<file path="src/rtl/pte_refill_pkg.sv">
package pte_refill_pkg;
  typedef enum logic [2:0] {
    ST_IDLE, ST_LOOKUP, ST_FETCH, ST_FILL, ST_RESUME, ST_TRAP
  } refill_state_t;

  localparam logic [3:0] EXC_NONE       = 4'd0;
  localparam logic [3:0] EXC_ITLB_MISS  = 4'd1;
  localparam logic [3:0] EXC_DTLB_MISS  = 4'd2;
  localparam logic [3:0] EXC_DOUBLE     = 4'd3;
  localparam logic [3:0] EXC_READ_FAULT = 4'd4;
endpackage

</file>
<file path="src/rtl/pte_addr_calc.sv">
module pte_addr_calc #(
  parameter int VA_W       = 32,
  parameter int PAGE_SHIFT = 12,
  parameter int ENTRY_LOG2 = 2
) (
  input  logic [VA_W-1:0]            base,
  input  logic [VA_W-PAGE_SHIFT-1:0] vpn,
  output logic [VA_W-1:0]            entry_addr
);
  localparam int OFS_W = VA_W - PAGE_SHIFT + ENTRY_LOG2;

  logic [OFS_W-1:0] offset;

  // page number scaled by the entry size, i.e. VA >> 10 with low bits cleared
  assign offset     = {vpn, {ENTRY_LOG2{1'b0}}};
  assign entry_addr = base + VA_W'(offset);
endmodule

</file>
<file path="src/rtl/pte_victim_rr.sv">
module pte_victim_rr #(
  parameter int SETS_LOG2 = 3,
  parameter int WAYS      = 4,
  parameter int WAY_W     = 2
) (
  input  logic                 clk,
  input  logic                 rst_n,
  input  logic                 adv,
  input  logic                 side,
  input  logic [SETS_LOG2-1:0] set_idx,
  output logic [WAY_W-1:0]     way
);
  localparam int SETS = 1 << SETS_LOG2;
  localparam logic [WAY_W-1:0] LAST_WAY = WAY_W'(WAYS - 1);

  logic [WAY_W-1:0] cnt_q [2][SETS];

  for (genvar s = 0; s < 2; s++) begin : g_side
    for (genvar k = 0; k < SETS; k++) begin : g_set
      logic             step;
      logic [WAY_W-1:0] cnt_d;

      always_comb begin
        step  = adv && (side == s[0]) && (set_idx == SETS_LOG2'(k));
        cnt_d = (cnt_q[s][k] == LAST_WAY) ? '0 : cnt_q[s][k] + 1'b1;
      end

      always_ff @(posedge clk or negedge rst_n) begin
        if (!rst_n)    cnt_q[s][k] <= '0;
        else if (step) cnt_q[s][k] <= cnt_d;
      end
    end
  end

  assign way = cnt_q[side][set_idx];
endmodule

</file>
<file path="src/rtl/pte_refill_ctrl.sv">
module pte_refill_ctrl
  import pte_refill_pkg::*;
(
  input  logic       clk,
  input  logic       rst_n,
  input  logic       miss_valid,
  input  logic       side_ifetch,
  input  logic       excm,
  input  logic       lkup_hit,
  input  logic       mem_ack,
  input  logic       mem_err,
  output logic       accept,
  output logic       paddr_en,
  output logic       pte_en,
  output logic       busy,
  output logic       lkup_req,
  output logic       mem_req,
  output logic       fill_valid,
  output logic       restart,
  output logic       exc_valid,
  output logic [3:0] exc_code
);
  refill_state_t state_q, state_d;
  logic [3:0]    code_q, code_d;
  logic          code_en;

  always_comb begin
    state_d = state_q;
    code_d  = code_q;
    code_en = 1'b0;
    unique case (state_q)
      ST_IDLE:   if (miss_valid) state_d = ST_LOOKUP;
      ST_LOOKUP: begin
        if (lkup_hit) begin
          state_d = ST_FETCH;
        end else begin
          state_d = ST_TRAP;
          code_en = 1'b1;
          if (excm)             code_d = EXC_DOUBLE;
          else if (side_ifetch) code_d = EXC_ITLB_MISS;
          else                  code_d = EXC_DTLB_MISS;
        end
      end
      ST_FETCH: begin
        if (mem_ack) begin
          if (mem_err) begin
            state_d = ST_TRAP;
            code_en = 1'b1;
            code_d  = EXC_READ_FAULT;
          end else begin
            state_d = ST_FILL;
          end
        end
      end
      ST_FILL:   state_d = ST_RESUME;
      ST_RESUME: state_d = ST_IDLE;
      ST_TRAP:   state_d = ST_IDLE;
      default:   state_d = ST_IDLE;
    endcase
  end

  always_ff @(posedge clk or negedge rst_n) begin
    if (!rst_n) state_q <= ST_IDLE;
    else        state_q <= state_d;
  end

  always_ff @(posedge clk or negedge rst_n) begin
    if (!rst_n)       code_q <= EXC_NONE;
    else if (code_en) code_q <= code_d;
  end

  always_comb begin
    accept     = (state_q == ST_IDLE) && miss_valid;
    paddr_en   = (state_q == ST_LOOKUP) && lkup_hit;
    pte_en     = (state_q == ST_FETCH) && mem_ack && !mem_err;
    busy       = (state_q != ST_IDLE);
    lkup_req   = (state_q == ST_LOOKUP);
    mem_req    = (state_q == ST_FETCH);
    fill_valid = (state_q == ST_FILL);
    restart    = (state_q == ST_RESUME);
    exc_valid  = (state_q == ST_TRAP);
    exc_code   = exc_valid ? code_q : EXC_NONE;
  end
endmodule

</file>
<file path="src/rtl/pte_refill_engine.sv">
module pte_refill_engine #(
  parameter int VA_W      = 32,
  parameter int PA_W      = 32,
  parameter int SETS_LOG2 = 3,
  parameter int WAYS      = 4,
  localparam int VPN_W    = VA_W - 12,
  localparam int WAY_W    = (WAYS > 1) ? $clog2(WAYS) : 1
) (
  input  logic             clk,
  input  logic             rst_n,
  input  logic             miss_valid,
  input  logic [VPN_W-1:0] miss_vpn,
  input  logic             miss_ifetch,
  input  logic             excm,
  input  logic [VA_W-1:0]  pt_base,
  output logic             busy,
  output logic             lkup_req,
  output logic [VA_W-1:0]  lkup_vaddr,
  output logic [1:0]       lkup_ring,
  input  logic             lkup_hit,
  input  logic [PA_W-1:0]  lkup_paddr,
  output logic             mem_req,
  output logic [PA_W-1:0]  mem_addr,
  input  logic             mem_ack,
  input  logic             mem_err,
  input  logic [31:0]      mem_rdata,
  output logic             fill_valid,
  output logic             fill_ifetch,
  output logic [VPN_W-1:0] fill_vpn,
  output logic [WAY_W-1:0] fill_way,
  output logic [31:0]      fill_pte,
  output logic             restart,
  output logic             exc_valid,
  output logic [3:0]       exc_code
);
  logic [VPN_W-1:0] vpn_q;
  logic             side_q;
  logic [PA_W-1:0]  paddr_q;
  logic [31:0]      pte_q;
  logic             accept, paddr_en, pte_en;

  pte_refill_ctrl u_ctrl (
    .clk        (clk),
    .rst_n      (rst_n),
    .miss_valid (miss_valid),
    .side_ifetch(side_q),
    .excm       (excm),
    .lkup_hit   (lkup_hit),
    .mem_ack    (mem_ack),
    .mem_err    (mem_err),
    .accept     (accept),
    .paddr_en   (paddr_en),
    .pte_en     (pte_en),
    .busy       (busy),
    .lkup_req   (lkup_req),
    .mem_req    (mem_req),
    .fill_valid (fill_valid),
    .restart    (restart),
    .exc_valid  (exc_valid),
    .exc_code   (exc_code)
  );

  pte_addr_calc #(.VA_W(VA_W)) u_addr (
    .base      (pt_base),
    .vpn       (vpn_q),
    .entry_addr(lkup_vaddr)
  );

  pte_victim_rr #(.SETS_LOG2(SETS_LOG2), .WAYS(WAYS), .WAY_W(WAY_W)) u_victim (
    .clk    (clk),
    .rst_n  (rst_n),
    .adv    (fill_valid),
    .side   (side_q),
    .set_idx(vpn_q[SETS_LOG2-1:0]),
    .way    (fill_way)
  );

  always_ff @(posedge clk or negedge rst_n) begin
    if (!rst_n) begin
      vpn_q  <= '0;
      side_q <= 1'b0;
    end else if (accept) begin
      vpn_q  <= miss_vpn;
      side_q <= miss_ifetch;
    end
  end

  always_ff @(posedge clk or negedge rst_n) begin
    if (!rst_n)        paddr_q <= '0;
    else if (paddr_en) paddr_q <= lkup_paddr;
  end

  always_ff @(posedge clk or negedge rst_n) begin
    if (!rst_n)      pte_q <= '0;
    else if (pte_en) pte_q <= mem_rdata;
  end

  assign lkup_ring   = 2'b00;
  assign mem_addr    = paddr_q;
  assign fill_ifetch = side_q;
  assign fill_vpn    = vpn_q;
  assign fill_pte    = pte_q;
endmodule

</file>
<file path="config.mk">
export PLATFORM = sky130hd
export DESIGN_NAME = pte_refill_engine
export DESIGN_NICKNAME = d
export VERILOG_FILES = /design/src/rtl/pte_refill_pkg.sv /design/src/rtl/pte_addr_calc.sv /design/src/rtl/pte_victim_rr.sv /design/src/rtl/pte_refill_ctrl.sv /design/src/rtl/pte_refill_engine.sv
export SDC_FILE = /design/constraint.sdc
export NUM_CORES = 1
export LEC_CHECK = 0
export ABC_AREA = 1
export BUFFER_PORTS_ARGS = -buffer_cell sky130_fd_sc_hd__buf_2
export CAP_MARGIN = 20
export CORE_UTILIZATION = 51
export CTS_BUF_LIST = sky130_fd_sc_hd__clkbuf_16
export DETAILED_ROUTE_END_ITERATION = 10
export PLACE_DENSITY = 0.82
export SLEW_MARGIN = 20
export SYNTH_ARGS = -nofsm -noshare
export SYNTH_HDL_FRONTEND = slang
export SYNTH_SLANG_ARGS = --single-unit
</file>
<file path="constraint.sdc">
create_clock -name clk -period 2.1 [get_ports clk]
set_clock_uncertainty 0.15 [all_clocks]
set_input_delay 0.105 -clock clk [delete_from_list [all_inputs] [get_ports clk]]
set_output_delay 0.105 -clock clk [all_outputs]
set_load 0.005 [all_outputs]
</file>
# Word level (Yosys, flattened, before mapping)
# Index checks and enable logic that the tools add are counted.
[totals]
regBits = 124
inputBits = 124
out_inout_bits = 131
elab_cells = 143
[op_classes]
addsub = 17
magnitude_cmp = 2
n_eq_ne = 32
mux = 38
bitwise = 3
reduce_logical = 29
[ops]
columns = ["cell", "n"]
rows = [
  ["$mux W16", 3],
  ["$mux W2", 19],
  ["$add A2 B1 Y2 const B", 16],
  ["$add A32 B22 Y32", 1],
  ["$eq A2 B2 Y1 const B", 16],
  ["$logic_and A1 B1 Y1", 22],
  ["$mux W4", 5],
  ["$eq A3 B3 Y1 const B", 6],
  ["$eq A3 B2 Y1 const B", 4],
  ["$mux W3", 4],
  ["$pmux W3 S4", 1],
  ["$pmux W4 S2", 1],
  ["$bmux W2 S3", 1],
  ["$eq A3 B1 Y1 const B", 2],
  ["$logic_not A3 Y1", 2],
  ["$reduce_and A5 Y1", 1],
  ["$ge A4 B4 Y1 const B", 1],
  ["$ne A2 B1 Y1 const B", 2],
  ["$ne A2 B2 Y1 const B", 2],
  ["$not A3 Y4", 1],
  ["$mux W1", 3],
  ["$reduce_bool A3 Y1", 1],
  ["$ge A2 B2 Y1 const B", 1],
  ["$not A1 Y2", 1],
  ["other kinds (5)", 5],
]

# Logic depth before layout (Yosys ltp)
[logic_depth]
depth_word = 7
mapped_depth = 12
depth_no_buf = 12

# Modules after synthesis
# A second synthesis with hierarchy kept.
[hier_totals]
cells_unflattened = 1085
hier_area_um2 = 7649.8
[by_module_without_submodules]
columns = ["mod", "instances", "cells_per_inst", "area_per_inst_um2", "seq_area_each_um2"]
rows = [
  ["pte_refill_engine", 1, 364, 3382.0, 2127.0],
  ["pte_addr_calc", 1, 396, 1939.4, 0.0],
  ["pte_victim_rr", 1, 256, 1883.1, 800.8],
  ["pte_refill_ctrl", 1, 69, 445.4, 150.1],
]

# Worst setup path before layout
# OpenSTA, ideal clock, no wires.
[synth_path]
kind = "flip-flop to output port"
start = "register vpn_q[0], in the netlist fill_vpn[0]"
end = "output port lkup_vaddr[16]"
arrival_time_ps = 1788
t_required_ps = 1845
path_slack_ps = 57
stages_incl_launch_ff = 12
path_buffers = 0
cell_sequence = "dfrtp_1 ha_1 inv_1 fa_1 inv_1 nand3_1 nand3_1 nand2_1 nand2_1 nand3_1 a21o_1 nand2_1"
[synth_between]
elab_chain_cells = 1
[synth_lines]
columns = ["item", "line_no", "source"]
rows = [
  ["start: declaration", "pte_refill_engine.sv:36", "logic [VPN_W-1:0] vpn_q;"],
  ["start signal: assignment", "pte_refill_engine.sv:83", "vpn_q <= miss_vpn;"],
  ["$add A32 B22 Y32", "pte_addr_calc.sv:16", "assign entry_addr = base + VA_W'(offset);"],
  ["end: declaration", "pte_refill_engine.sv:18", "output logic [VA_W-1:0] lkup_vaddr,"],
]
# No other way between the ends.

# Worst setup path in the final report
# Same ends and word-level chain as after synthesis.

==> PnR_summary.wiki <==
{| class="wikitable"
! Metric !! Value
|-
| Final instance area || 11520 um^2
|-
| Top fanout value on the critical path || 4
|-
| Kind of end point of the critical path || output port
|-
| Count of flip-flops with a built-in enable after synthesis || 0
|-
| Net count, final || 1416
|-
| Total Wirelength || 27970 um
|-
| Async set or reset register ratio after synthesis || 100.0%
|-
| Clock root buffer master || clkbuf_16
|-
| Post-route fraction of the period consumed by the critical path || 120.9%
|-
| Largest voltage drop on the vdd net || 895.5 uV
|-
| Maximum number of pins on one net before global-route repair || 53
|-
| Detail-routed net length per standard cell || 19.31 um
|-
| H-tree Lvls || 4
|-
| Worst stage delay on the critical path || 0.39 ns
|-
| Type of the setup path with the least slack || flip-flop to output port
|-
| Clock insertion delay at the later pin of the skew report || 0.41 ns
|-
| Via count of the first global-routing pass || 8143
|-
| Shortest period the worst path allows || 2.538 ns
|-
| Die Area || 14600 um^2
|-
| CTS sink cnt || 123
|-
| RSZ-0062 raised after global routing || yes
|-
| Category of cells accounting for the largest share of critical-path delay || adder cells
|-
| Violated checks || negative setup slack
|-
| Placed wire-length estimate || 15320 um
|-
| Critical R2R Launch || u_ctrl.state_q[1]
|-
| Area grow syn2layout || 59.92%
|-
| Syn Inst Count || 841
|-
| Setup slack of the most critical reg-to-reg path || 0.08 ns
|-
| Worst Path Arrival || 2.28 ns
|-
| Total count of hold-check failures in the final report || 0
|-
| Total Routing Usage GR || 36.46%
|-
| 1st-iter DRT viols || 667
|-
| Standby leakage power || 5.903 nW
|-
| Layout cells sized above 1 || 46.37%
|-
| Residual DRC || 0
|-
| Total via count in the routed design || 7964
|-
| Maximum capacitance violations || 0
|-
| Cell area power density || 1452 nW/um^2
|-
| Reg clk slew, reported paths || 0.06 ns
|-
| Final max-slew violation count || 0
|-
| Post-synthesis average cell area || 8.564 um^2
|-
| Final standard cell utilization of the core || 83.30%
|-
| Port Buffer Count || 247
|-
| Count of distinct cell types in the synthesized netlist || 31
|-
| Top area cells in the synthesized netlist || dfrtp_1, mux2_2, nand2_1
|-
| Detailed Routing Iterations Pass 1 || 6
|-
| Sum of buffers and inverters on the critical path || 3
|-
| Congestion Overflow GR || 0
|-
| Core outline area || 13830 um^2
|-
| Initial antenna violation count || 1
|-
| First-pass GRT wire length || 40700 um
|-
| # IOs || 255
|-
| Die Wd || 120.8 um
|-
| CTS max path bufs || 2
|-
| Count of endpoints failing setup in the final report || 30
|-
| Portion of the post-synthesis area used by sequential elements || 42.74%
|-
| Count of non-filler cells in the finished layout || 1449
|-
| Flip-flop and latch count after synthesis || 123
|-
| Dominant cell type by area after synthesis || dfrtp_1
|-
| TritonCTS Buffers || 17
|-
| Cells along the critical path || ha_4 > inv_2 > fa_2 > inv_2 > nand3_4 > nand3_4 > nand2_2 > nand2_4 > nand3_2 > a21o_1 > nand2_1 > buf_2
|-
| Category of the worst setup path launch point || flip-flop
|-
| HP Class || input port to asynchronous set/reset pin
|-
| Setup crit start || fill_vpn[0]
|-
| Placed Cells incl. Taps || 1279
|-
| Via density per instance || 5.496
|-
| Synthesized area || 7202 um^2
|-
| Final worst setup slack || -0.4381 ns
|-
| DRT antenna net count || 0
|-
| Crit Reg-Reg Endpoint || u_ctrl.code_q[1]
|-
| Warnings, synthesis || 0
|-
| Result of the run || complete, but fails checks
|-
| Row count || 43
|-
| Cell with the largest stage delay on the worst path || dfrtp_1
|-
| Final estimated routing congestion in global placement || 0.9585
|-
| Placed cell areas || 8803 um^2
|-
| Primary FF master, synth || dfrtp_1
|-
| Area share of the leading cell type in the synthesized netlist || 42.74%
|-
| CP required || 1.85 ns
|-
| Path depth of the worst reg2reg path || 7
|-
| Initial core utilization || 52.09%
|-
| CTS tree || yes
|-
| Max Freq || 0.3940 GHz
|-
| Die boundary height || 120.8 um
|}
[synth_stat cells, types with 4 or more instances]
library cell,count
o21a_1,8
mux2_2,75
o21ai_1,7
clkbuf_1,4
inv_1,120
nor2_1,57
nand4_1,9
nor3_1,5
o21ai_0,48
nand2_1,210
mux2_1,7
xor2_1,12
nor3_2,14
dfrtp_1,123
ha_1,36
nand3_1,41
buf_2,4
buf_4,9
a21oi_1,34
[flip-flops by register name, indices dropped and copies added, names as in the netlist]
register        count
fill_pte           32
mem_addr           32
u_victim.cnt_q     32
fill_vpn           20
u_ctrl.code_q       3
u_ctrl.state_q      3
fill_ifetch         1
[worst max path at each step]
stage                           to  cells after the start
floorplan           lkup_vaddr[16]                     11
global placement    lkup_vaddr[16]                     12
detailed placement  lkup_vaddr[16]                     12
CTS                 lkup_vaddr[16]                     12
global route        lkup_vaddr[30]                     11
finish              lkup_vaddr[16]                     12
[repair_timing]
item / in CTS / in global routing
pin swaps: 31 / 36
hold buffers: 93 / 0
endpoints found under the hold margin: 214 / 0
resized for setup: 120 / 88
endpoints found under the setup margin: 28 / 31
setup buffers: 23 / 24
[power breakdown]
group / internal [mW] / switching [mW] / total, mW
clock: 1.72 / 1.12 / 2.84
combinational: 4.48 / 5.09 / 9.57
sequential: 3.44 / 0.883 / 4.32
[cells by family after synthesis]
logic type	synth area share, %
mux	12.82
fa+ha+maj	6.532
xor+xnor	1.703
flops	42.74
buf+inv	7.887
other cells	0.05207
compound gates	7.436
simple gates	20.83
[metrics by stage]
step / setup TNS (ns) / hold slack [ns] / power [mW] / setup WS (ns)
3_3_place_gp: -0.01719 / -0.09304 / 10.55 / -0.01719
2_1_floorplan: 0 / -0.3406 / 7.862 / 0.05695
5_1_grt: -10.32 / 0.05581 / 17.57 / -0.6866
3_5_place_dp: -0.3547 / -0.09854 / 10.76 / -0.1074
6_report: -7.445 / 0.02141 / 16.73 / -0.4381
4_1_cts: -4.835 / 0.009790 / 15.00 / -0.3324
[layout by cell type (no fill, tap or decap), types with 5 or more instances in the layout]
cell type      instances
o21ai_1               13
clkbuf_16             17
nand3_1               25
xor2_1                 8
o21ai_0               42
inv_2                 12
nor2_2                 7
nor2_1                38
nand4_1                9
nand2_2               41
nor2_4                12
nor3_2                16
clkinvlp_4             5
nand3_4                5
inv_1                113
dlygate4sd3_1         93
nand2_4               18
dfrtp_1              119
nand2_1              152
buf_6                 10
a21oi_1               23
buf_2                244
a21oi_2               11
ha_4                  20
ha_1                  16
buf_4                 58
mux2_1                 7
o21a_1                 8
nand3_2               12
mux2_2                75
[cell type report]
type                    count  area [um^2]
clock buffers              17        425.4
flip-flops and latches    123         3083
fillers                   759         2310
inverters                 124        467.9
clock inverters            15        135.1
diodes                      1        2.502
multi-input cells         579         4383
repair buffers            410         2795
well taps                 180        225.2
[layer usage]
| metal | track usage, % | routed length (um) |
|---|---|---|
| met1 | 38.94 | 9919 |
| met2 | 66.32 | 14770 |
| met3 | 7.075 | 1775 |
| met4 | 21.45 | 1513 |
| met5 | 0 | 0 |
(Power assumes the default switching activity.)
